--- src/rtl/onfi_pdec_pkg.sv ---
package onfi_pdec_pkg;

    typedef enum logic [1:0] {
        ST_IDLE,
        ST_SCAN,
        ST_MATH
    } pdec_state_e;

    typedef enum logic [2:0] {
        ERR_NONE  = 3'd0,
        ERR_SIG   = 3'd1,
        ERR_VER   = 3'd2,
        ERR_RANGE = 3'd3,
        ERR_EXT   = 3'd4
    } pdec_err_e;

    localparam logic [7:0] LAST_IDX  = 8'd112;
    localparam logic [9:0] CW_NORMAL = 10'd528;
    localparam int unsigned EXP_MAX  = 9;

    // expected signature character for byte k of the page
    function automatic logic [7:0] sig_char(input logic [1:0] k);
        case (k)
            2'd0:    return 8'h4F;
            2'd1:    return 8'h4E;
            2'd2:    return 8'h46;
            default: return 8'h49;
        endcase
    endfunction

endpackage

--- src/rtl/pdec_mul.sv ---
// Sequential shift-add multiplier: one multiplier bit per cycle.
module pdec_mul #(
    parameter int AW = 20,
    parameter int BW = 8
) (
    input  logic               clk,
    input  logic               rst_n,
    input  logic               go,
    input  logic [AW-1:0]      a,
    input  logic [BW-1:0]      b,
    output logic [AW+BW-1:0]   prod,
    output logic               busy
);
    localparam int PW = AW + BW;
    localparam int CW = $clog2(BW + 1);

    typedef struct packed {
        logic [PW-1:0] acc;
        logic [PW-1:0] mcand;
        logic [BW-1:0] mplr;
        logic [CW-1:0] cnt;
    } mul_t;

    mul_t q, d;

    always_comb begin
        d = q;
        if (go) begin
            d.acc   = '0;
            d.mcand = PW'(a);
            d.mplr  = b;
            d.cnt   = CW'(BW);
        end else if (q.cnt != '0) begin
            if (q.mplr[0]) d.acc = q.acc + q.mcand;
            d.mcand = q.mcand << 1;
            d.mplr  = q.mplr >> 1;
            d.cnt   = q.cnt - 1'b1;
        end
    end

    always_ff @(posedge clk) begin
        if (!rst_n) q <= '0;
        else        q <= d;
    end

    assign prod = q.acc;
    assign busy = (q.cnt != '0);
endmodule

--- src/rtl/pdec_pow10.sv ---
// Sequential decimal scaler: value = mant * 10^expo, one decade per cycle.
module pdec_pow10 #(
    parameter int MW = 8,
    parameter int RW = 40
) (
    input  logic          clk,
    input  logic          rst_n,
    input  logic          go,
    input  logic [MW-1:0] mant,
    input  logic [3:0]    expo,
    output logic [RW-1:0] val,
    output logic          busy
);
    typedef struct packed {
        logic [RW-1:0] v;
        logic [3:0]    cnt;
    } p10_t;

    p10_t q, d;

    always_comb begin
        d = q;
        if (go) begin
            d.v   = RW'(mant);
            d.cnt = expo;
        end else if (q.cnt != 4'd0) begin
            d.v   = (q.v << 3) + (q.v << 1);
            d.cnt = q.cnt - 4'd1;
        end
    end

    always_ff @(posedge clk) begin
        if (!rst_n) q <= '0;
        else        q <= d;
    end

    assign val  = q.v;
    assign busy = (q.cnt != 4'd0);
endmodule

--- src/rtl/onfi_pdec.sv ---
module onfi_pdec
    import onfi_pdec_pkg::*;
#(
    parameter int          PGSZ_W   = 16,
    parameter int          PPB_W    = 16,
    parameter int          BLK_W    = 20,
    parameter logic [15:0] SUP_MASK = 16'h007E
) (
    input  logic                 clk,
    input  logic                 rst_n,
    input  logic                 start,
    output logic [7:0]           pg_addr,
    input  logic [7:0]           pg_data,
    output logic                 done,
    output logic [2:0]           err,
    output logic                 sig_valid,
    output logic [4:0]           bus_width,
    output logic [PGSZ_W-1:0]    page_size,
    output logic [15:0]          spare_size,
    output logic [PPB_W-1:0]     pages_per_blk,
    output logic [BLK_W+7:0]     total_blocks,
    output logic [23:0]          total_bad_max,
    output logic [31:0]          max_erase,
    output logic [7:0]           progs_per_page,
    output logic [7:0]           ecc_bits,
    output logic [9:0]           ecc_cw_size,
    output logic [7:0]           copy_count,
    output logic [19:0]          ext_page_len
);
    localparam int TBLK_W = BLK_W + 8;
    localparam int TBAD_W = 24;
    localparam int RW     = 40;
    localparam logic [15:0] GE21_MASK = SUP_MASK & 16'hFFF8;

    typedef struct packed {
        pdec_state_e         st;
        logic [7:0]          idx;
        logic                sig_ok;
        logic [15:0]         rev;
        logic                f_bus16;
        logic                f_ext;
        logic [15:0]         extl;
        logic [7:0]          copies;
        logic [31:0]         pgsz;
        logic [15:0]         spare;
        logic [31:0]         ppb;
        logic [31:0]         blk;
        logic [7:0]          lun;
        logic [15:0]         bad;
        logic [7:0]          mant;
        logic [7:0]          expo;
        logic [7:0]          nprog;
        logic [7:0]          ecc;
        logic                done;
        logic [2:0]          err;
        logic                o_sig;
        logic [4:0]          o_bw;
        logic [PGSZ_W-1:0]   o_pg;
        logic [15:0]         o_sp;
        logic [PPB_W-1:0]    o_ppb;
        logic [TBLK_W-1:0]   o_tblk;
        logic [TBAD_W-1:0]   o_tbad;
        logic [31:0]         o_erase;
        logic [7:0]          o_np;
        logic [7:0]          o_ecc;
        logic [9:0]          o_cw;
        logic [7:0]          o_cp;
        logic [19:0]         o_xl;
    } regs_t;

    regs_t q, d;

    logic              go;
    logic              exp_bad;
    logic [TBLK_W-1:0] blk_prod;
    logic [TBAD_W-1:0] bad_prod;
    logic [RW-1:0]     p10_val;
    logic              blk_busy, bad_busy, p10_busy;

    assign exp_bad = (q.expo > 8'(EXP_MAX));

    pdec_mul #(.AW(BLK_W), .BW(8)) u_blk_mul (
        .clk(clk), .rst_n(rst_n), .go(go),
        .a(q.blk[BLK_W-1:0]), .b(q.lun),
        .prod(blk_prod), .busy(blk_busy)
    );

    pdec_mul #(.AW(16), .BW(8)) u_bad_mul (
        .clk(clk), .rst_n(rst_n), .go(go),
        .a(q.bad), .b(q.lun),
        .prod(bad_prod), .busy(bad_busy)
    );

    pdec_pow10 #(.MW(8), .RW(RW)) u_p10 (
        .clk(clk), .rst_n(rst_n), .go(go),
        .mant(q.mant), .expo(exp_bad ? 4'd0 : q.expo[3:0]),
        .val(p10_val), .busy(p10_busy)
    );

    always_comb begin
        logic ver_bad, ge21, end_bad, rng_bad, ext_bad, ecc_ff;
        d       = q;
        d.done  = 1'b0;
        go      = 1'b0;
        ver_bad = q.rev[0] | ~|(q.rev & SUP_MASK);
        ge21    = |(q.rev & GE21_MASK);
        end_bad = exp_bad | (|p10_val[RW-1:32]);
        rng_bad = (|q.pgsz[31:PGSZ_W]) | (|q.ppb[31:PPB_W])
                | (|q.blk[31:BLK_W]) | end_bad;
        ecc_ff  = (q.ecc == 8'hFF);
        ext_bad = ecc_ff & ~q.f_ext;

        case (q.st)
            ST_IDLE: begin
                if (start) begin
                    d.st     = ST_SCAN;
                    d.idx    = '0;
                    d.sig_ok = 1'b1;
                end
            end
            ST_SCAN: begin
                if (q.idx <= 8'd3)
                    d.sig_ok = q.sig_ok & (pg_data == sig_char(q.idx[1:0]));
                case (q.idx)
                    8'd4:   d.rev[7:0]   = pg_data;
                    8'd5:   d.rev[15:8]  = pg_data;
                    8'd6: begin
                        d.f_bus16 = pg_data[0];
                        d.f_ext   = pg_data[7];
                    end
                    8'd12:  d.extl[7:0]  = pg_data;
                    8'd13:  d.extl[15:8] = pg_data;
                    8'd14:  d.copies     = pg_data;
                    8'd80, 8'd81, 8'd82, 8'd83:
                        d.pgsz[{q.idx[1:0], 3'b000} +: 8] = pg_data;
                    8'd84:  d.spare[7:0]  = pg_data;
                    8'd85:  d.spare[15:8] = pg_data;
                    8'd92, 8'd93, 8'd94, 8'd95:
                        d.ppb[{q.idx[1:0], 3'b000} +: 8] = pg_data;
                    8'd96, 8'd97, 8'd98, 8'd99:
                        d.blk[{q.idx[1:0], 3'b000} +: 8] = pg_data;
                    8'd100: d.lun        = pg_data;
                    8'd103: d.bad[7:0]   = pg_data;
                    8'd104: d.bad[15:8]  = pg_data;
                    8'd105: d.mant       = pg_data;
                    8'd106: d.expo       = pg_data;
                    8'd110: d.nprog      = pg_data;
                    8'd112: d.ecc        = pg_data;
                    default: ;
                endcase
                if (q.idx == LAST_IDX) begin
                    d.st = ST_MATH;
                    go   = 1'b1;
                end else begin
                    d.idx = q.idx + 8'd1;
                end
            end
            ST_MATH: begin
                if (!blk_busy && !bad_busy && !p10_busy) begin
                    d.st      = ST_IDLE;
                    d.done    = 1'b1;
                    if (!q.sig_ok)    d.err = ERR_SIG;
                    else if (ver_bad) d.err = ERR_VER;
                    else if (rng_bad) d.err = ERR_RANGE;
                    else if (ext_bad) d.err = ERR_EXT;
                    else              d.err = ERR_NONE;
                    d.o_sig   = q.sig_ok;
                    d.o_bw    = q.f_bus16 ? 5'd16 : 5'd8;
                    d.o_pg    = q.pgsz[PGSZ_W-1:0];
                    d.o_sp    = q.spare;
                    d.o_ppb   = q.ppb[PPB_W-1:0];
                    d.o_tblk  = blk_prod;
                    d.o_tbad  = bad_prod;
                    d.o_erase = end_bad ? 32'd0 : p10_val[31:0];
                    d.o_np    = q.nprog;
                    d.o_ecc   = q.ecc;
                    d.o_cw    = ecc_ff ? 10'd0 : CW_NORMAL;
                    d.o_cp    = ge21 ? q.copies : 8'd3;
                    d.o_xl    = q.f_ext ? {q.extl, 4'b0000} : 20'd0;
                end
            end
            default: d.st = ST_IDLE;
        endcase
    end

    always_ff @(posedge clk) begin
        if (!rst_n) q <= '0;
        else        q <= d;
    end

    assign pg_addr        = q.idx;
    assign done           = q.done;
    assign err            = q.err;
    assign sig_valid      = q.o_sig;
    assign bus_width      = q.o_bw;
    assign page_size      = q.o_pg;
    assign spare_size     = q.o_sp;
    assign pages_per_blk  = q.o_ppb;
    assign total_blocks   = q.o_tblk;
    assign total_bad_max  = q.o_tbad;
    assign max_erase      = q.o_erase;
    assign progs_per_page = q.o_np;
    assign ecc_bits       = q.o_ecc;
    assign ecc_cw_size    = q.o_cw;
    assign copy_count     = q.o_cp;
    assign ext_page_len   = q.o_xl;
endmodule

--- config.mk ---
export PLATFORM = sky130hd
export DESIGN_NAME = onfi_pdec
export DESIGN_NICKNAME = d
export VERILOG_FILES = /design/src/rtl/onfi_pdec_pkg.sv /design/src/rtl/pdec_mul.sv /design/src/rtl/pdec_pow10.sv /design/src/rtl/onfi_pdec.sv
export SDC_FILE = /design/constraint.sdc
export NUM_CORES = 1
export LEC_CHECK = 0
export ABC_AREA = 1
export BUFFER_PORTS_ARGS = -buffer_cell sky130_fd_sc_hd__buf_2
export CORE_MARGIN = 2
export CORE_UTILIZATION = 49
export CTS_CLUSTER_DIAMETER = 100
export DETAILED_ROUTE_END_ITERATION = 8
export MAX_ROUTING_LAYER = met4
export PLACE_DENSITY = 0.67
export SYNTH_ARGS = -nofsm -noshare
export SYNTH_HDL_FRONTEND = slang
export SYNTH_SLANG_ARGS = --single-unit
--- constraint.sdc ---
create_clock -name clk -period 2.85 [get_ports clk]
set_input_delay 0.285 -clock clk [delete_from_list [all_inputs] [get_ports clk]]
set_output_delay 0.285 -clock clk [all_outputs]
set_load 0.03 [all_outputs]
==> results of run 1 <==
## synth_stat cells (all sizes together)
cell type,n,area [um^2]
xnor2,15,131
a21o,8,60.1
a211oi,29,218
a31oi,47,294
clkinv,3,11.3
o211ai,7,52.6
nand3b,5,37.5
xor2,25,219
nor4,12,90.1
nand3,227,1140
a31o,1,8.76
nand4,37,231
ha,96,1200
fa,3,60.1
o21ai,400,2000
nor3b,2,15.0
a2111oi,1,10.0
or2,8,50.1
and2,4,25.0
clkbuf,112,420
buf,268,1870
o21bai,9,67.6
a22oi,1,7.51
nor3,55,334
nand2,729,2750
dfxtp,564,11300
a21oi,352,1760
conb,1,3.75
inv,378,1420
nor2,601,2320
o31ai,2,15.0
o21a,2,15.0
o221ai,2,17.5
a41oi,1,8.76
## worst min path at each step
stage                from      endpoint  slack, ns  depth (start not counted)
2_1_floorplan      q[389]  bus_width[3]       0.42                          1
3_3_place_gp       q[243]        q[243]       0.44                          2
3_5_place_dp       q[243]        q[243]       0.44                          2
4_1_cts        pg_data[2]        q[206]     0.0006                          3
5_1_grt        pg_data[2]        q[206]       0.04                          3
6_report       pg_data[0]        q[204]       0.04                          3
## state kept, by name, indices dropped and copies added, names as in the netlist, 8 cells and up
name / flops
u_blk_mul.prod: 28
u_bad_mul.q: 36
u_bad_mul.prod: 24
u_blk_mul.q: 40
max_erase: 32
copy_count: 8
ecc_bits: 8
progs_per_page: 8
total_bad_max: 24
pg_addr: 8
page_size: 16
u_p10.val: 40
pages_per_blk: 16
ext_page_len: 16
spare_size: 16
q: 204
total_blocks: 28
## what timing repair did
action | in CTS | in global routing
endpoints found under the hold margin | 3 | 0
hold buffers | 3 | 0
buffers inserted | 0 | 0
## power by group
group	total, mW	switching (mW)	internal (mW)	leakage (nW)
registers	8.38	0.249	8.13	4.55
clock network	7.72	3.24	4.49	0.948
logic	3.92	2.75	1.16	8.75
total	20.0	6.24	13.8	14.3
## cell families after synthesis
family,Yosys count,share of synthesized area
XOR/XNOR,40,0.0124
flip-flops,564,0.401
AND/OR/NAND/NOR,1680,0.248
adder cells (fa/ha/maj),99,0.0448
buffers and inverters,761,0.132
other,1,0.000133
AO/OA/AOI/OAI,862,0.161
## per-layer routing
| metal | vias to the layer above | wire length (um) |
|---|---|---|
| li1 | 12700 | - |
| met4 | 0 | 1860 |
| met5 | - | 0 |
| met3 | 125 | 3660 |
| met1 | 11100 | 36200 |
| met2 | 595 | 34000 |
## tightest hold or removal path, cell delays in order
cell and delay, ns:
buf_2 0.18, nand3_1 0.11, a21oi_1 0.06
## final cells by class
type,count,area share
multi-input combinational,2696,0.436
sequential,564,0.373
clock buffer,84,0.0545
timing repair buffer,250,0.0477
inverter,381,0.0475
tap,756,0.0313
clock inverter,23,0.00976
antenna,1,0.0000827
## metrics by stage
step / area, um^2 / power (mW) / hold WS (ns)
4_1_cts: 30300 / 20.1 / 0.000634
2_1_floorplan: 28200 / 11.4 / 0.423
3_5_place_dp: 28300 / 12.4 / 0.438
6_report: 30300 / 20.0 / 0.0367
5_1_grt: 30300 / 21.0 / 0.0361
3_3_place_gp: 28300 / 12.4 / 0.437
==> metrics.cfg, run 1 <==
[status]
status=completed

[setup_path]
cp-startpoint=pg_addr[0]
path_class=reg -> reg
worst_path_most_repeated_cell=nand4_1
cp.required_ns=3.42
crit_family=simple AND/OR/NAND/NOR gates
cp_slowest_stage_delay_ns=0.64
critPathLaunchType=flop
arrival_ns=3.08
crit_slowest_cell=nor2_1
worst-r2r-setup-slack_ns=0.35
cp-end-kind=flop
crit_end=q[296]
reg2reg_depth=7
r2r-end=q[296]
cp_cell_sequence=ha_1 -> inv_1 -> nand4_1 -> nand4_1 -> nor2_1 -> o21ai_0 -> a21oi_1
path_buf_inv=1
crit_cells=7
path_max_fanout=13
r2r-start=pg_addr[0]

[global_routing]
grt_usage=0.256
met2_usage=0.405
overflow=0
grtUsageMet3=0.0322
grt_most_used_layer=met2
grt_max_degree=144
grt_pass1_vias=22600
antenna_found_initial=0
grt_pass1_wl_um=121000
grt_use_met1=0.344

[logic_synthesis]
syn_avg_cell_area_um2=7.03
ys_ff_latch=564
syn_area_um2=28200
synthesis.instances=4007
yosysSeqAreaShare=0.401
yosysWarnings=0
synth_cell_types=46

[timing]
finalSetupViolCount=0
period_share=0.879
worst_pin_slew_ns=0.953
tns_ns=0
rsz0062_at_grt=no
hold_viol=0
slew_viol_final=0
skew_ns=0.0433
fin_ws_ns=0.345
layout_min_cycle_time_ns=2.50
max_freq_ghz=0.399
relSlewSlack=0.364

[detailed_routing]
drc=0
via_per_inst=5.16
vias=24500
ant_nets=0
drtIter0Drc=1778
drt_wl_total_um=75700
drt-pass1-iter-count=6
detail_route.wl_per_cell_um=15.9

[floorplanning]
die_h_um=244
coreArea_um2=56600
fp.dieArea_um2=59400
chipWidth_um=244
io_pins=215
initial_utilization=0.497
row_count=87

[clocking]
cts_resized=0
clk_path_buf_depth=3
cts_sinks=564
cts_tree=yes
cts_max_level=2
clk_transition_reported_paths_ns=0.06
root_buffer=clkbuf_16
cts_made_buffers=58
clock_latency_ns=0.64

[final_layout]
multi_input_area_um2=13200
final_layout_size_suffix_gt1_frac=0.0975
final_nets=4061
n_fill_cell=5687
fin_util=0.535
final_cell_mix=nand2_1 (725), nor2_1 (587), dfxtp_1 (564)
layout_commonest_cell=nand2_1
area_growth_pct=7.50
regArea_um2=11300
fin_cells=4755

[placement]
portBuffers=199
dp_hpwl_um=54300
dp_slack_ns=0.436
numPlacedInstances=4644
place_congestion=0.980

[power_and_ir_drop]
ir_worst_vdd_v=0.000520
p_leak_nw=14.3
power_density_nw_per_um2=662

[hold_path]
hold_path.class=in -> reg

[run]
maxCapViolCount=0

Note: power is estimated with default switching activity, not from simulation.
==> run 2, diff against run 1 <==
- GPL_TIMING_DRIVEN: not set -> 0
- SYNTH_HIERARCHICAL: not set -> 1
==> run 2 against run 1 <==
Compared with the run above:
- combinational power grew 50%
- clock skew shrank 0.014 ns
- total power grew 14%
- critical path depth grew 3
- global-route usage grew 2.4 points
- register-to-register slack lost 0.21 ns
- largest power group unchanged
==> metrics.cfg, run 2 <==
[setup_path]
cp_slowest_stage_delay_ns=0.37
reg2reg_depth=10
cp-end-kind=flop
cp_cell_sequence=inv_1 -> ha_1 -> nand3_2 -> buf_2 -> inv_1 -> nand3_2 -> clkinv_1 -> clkbuf_4 -> clkbuf_4 -> a21oi_1
cp.required_ns=3.41
crit_slowest_cell=dfxtp_1
arrival_ns=3.27
r2r-end=max_erase[0]
worst-r2r-setup-slack_ns=0.14
crit_family=buffers and inverters
path_max_fanout=10
path_buf_inv=6
r2r-start=u_p10/q[0]
path_class=reg -> reg
critPathLaunchType=flop

[run]
maxCapViolCount=0

[clocking]
cts_made_buffers=58
cts_tree=yes
clk_path_buf_depth=3
clock_latency_ns=0.65
cts_max_level=2
clk_transition_reported_paths_ns=0.07
root_buffer=clkbuf_16
cts_sinks=564

[final_layout]
largest_register_ffs=204
final_nets=4699
largest-register=q
final_layout_size_suffix_gt1_frac=0.173
final_cell_mix=nand2_1 (771), nor2_1 (698), dfxtp_1 (562)
fin_area_um2=34100
area_growth_pct=14.2
layout_commonest_cell=nand2_1
n_antenna_cell=0
fin_util=0.566

[timing]
worst_pin_slew_ns=1.06
max_freq_ghz=0.368
final.hold.worst_slack_ns=0.0445
hold_viol=0
slew_viol_final=0
period_share=0.952
skew_ns=0.0293
layout_min_cycle_time_ns=2.71
relSlewSlack=0.295
finalSetupViolCount=0

[floorplanning]
fp.dieArea_um2=62900
initial_utilization=0.496
die_h_um=251
row_count=90
io_pins=215
chipWidth_um=251
coreArea_um2=60200

[hold_path]
holdPathStages=3
min_to=q[385]
hold_path.class=in -> reg
min-delay-start=pg_data[5]

[placement]
portBuffers=199
place_congestion=0.975
place_area_um2=31900
dp_hpwl_um=65900

[logic_synthesis]
yosysTopAreaCellShare=0.378
synthTopCellsByArea=dfxtp_1 (38%), nand2_1 (9.7%), nor2_1 (8.8%)
synth_top_area_cell=dfxtp_1
synthArstFlopShare=0
yosysSeqAreaShare=0.378
synth.most_common_cell=nand2_1
ys_ff_latch=564
syn_avg_cell_area_um2=6.93
synth-edff-count=0
synth_cell_types=54
synthFlopType=dfxtp_1
synthTopCellsByCount=nand2_1 (771), nor2_1 (700), dfxtp_1 (564), inv_1 (469), o21ai_0 (432)
yosysWarnings=6
syn_area_um2=29900
synthesis.instances=4306

[detailed_routing]
vias=27400
drt-pass1-iter-count=8
ant_nets=0
drtIter0Drc=2010
via_per_inst=5.07
detail_route.wl_per_cell_um=16.0
drt_wl_total_um=86500
drc=0

[global_routing]
grt_usage=0.280
grt_max_degree=17
grt_pass1_wl_um=137000
antenna_found_initial=0
grt_pass1_vias=25700
overflow=0

[power_and_ir_drop]
p_total_mw=22.9
ir_worst_vdd_v=0.000509
power_density_nw_per_um2=671
p_leak_nw=17.0

[status]
status=completed

run 2: cell count changes after synthesis, moves of 45 or more:
cell     delta
inv_1     +106
nor2_1    +113
nand3_1    -45
nand2_1    +46
buf_4      +93
a21oi_1    -97
run 2: per-layer routing:
metal  vias to the layer above  routed length, um  GRT usage
met5                         -                  0          -
met4                         0               2640     0.0802
met3                       145               5090     0.0364
met2                       775              38200      0.445
met1                     12500              40600      0.374
li1                      14000                  -          -
run 2: what timing repair did:
action	CTS	global route
cloned	0	0
gates resized for setup	21	32
endpoints found under the hold margin	4	0
pin swaps	0	2
buffers inserted	0	6
setup endpoints to repair	323	316
hold buffers	2	0
run 2: logic make-up after synthesis:
group / Yosys count / share of synthesized area
fa+ha+maj: 101 / 0.0431
flops: 564 / 0.378
other cells: 1 / 0.000126
xor+xnor: 46 / 0.0135
compound gates: 821 / 0.147
buf+inv: 954 / 0.162
simple gates: 1819 / 0.256
run 2: how the worst max path moves through the flow:
stage | startpoint | endpoint | depth (start not counted)
6_report | u_p10/q[0] | max_erase[0] | 10
5_1_grt | u_blk_mul/q[0] | spare_size[5] | 12
4_1_cts | pg_addr[0] | u_blk_mul/prod[5] | 14
3_5_place_dp | pg_addr[0] | u_p10/val[16] | 13
3_3_place_gp | pg_addr[0] | u_p10/val[16] | 13
2_1_floorplan | pg_addr[0] | u_blk_mul/prod[3] | 14
run 2: final cells by class:
class	count	area, um^2
plain buffers	456	3030
clock buffers	73	1600
clock inverters	34	470
fillers	5982	26100
inverters	498	1870
multi-input cells	2802	13800
flip-flops and latches	564	11300
well taps	782	978
repair buffers	207	1060
run 2: worst min-delay path: cells and delay by family:
family                 cells  cell delay [ns]
buffers and inverters      1             0.15
AOI/OAI and AO/OA          2             0.21
run 2: metrics by stage:
step           setup TNS [ns]  setup WS (ns)  std cells
5_1_grt               -0.0432        -0.0127       5416
3_3_place_gp           -71.87         -0.684       5301
4_1_cts                     0        0.00293       5410
3_5_place_dp           -69.54         -0.663       5301
6_report                    0          0.136       5416
2_1_floorplan               0          0.456       4320
run 2: power by group:
part	internal [mW]	leakage [nW]	switching [mW]	total, mW
registers	8.35	4.56	0.445	8.79
logic	2.05	11.4	3.84	5.89
clock network	4.82	1.01	3.39	8.21
total	15.2	17.0	7.67	22.9
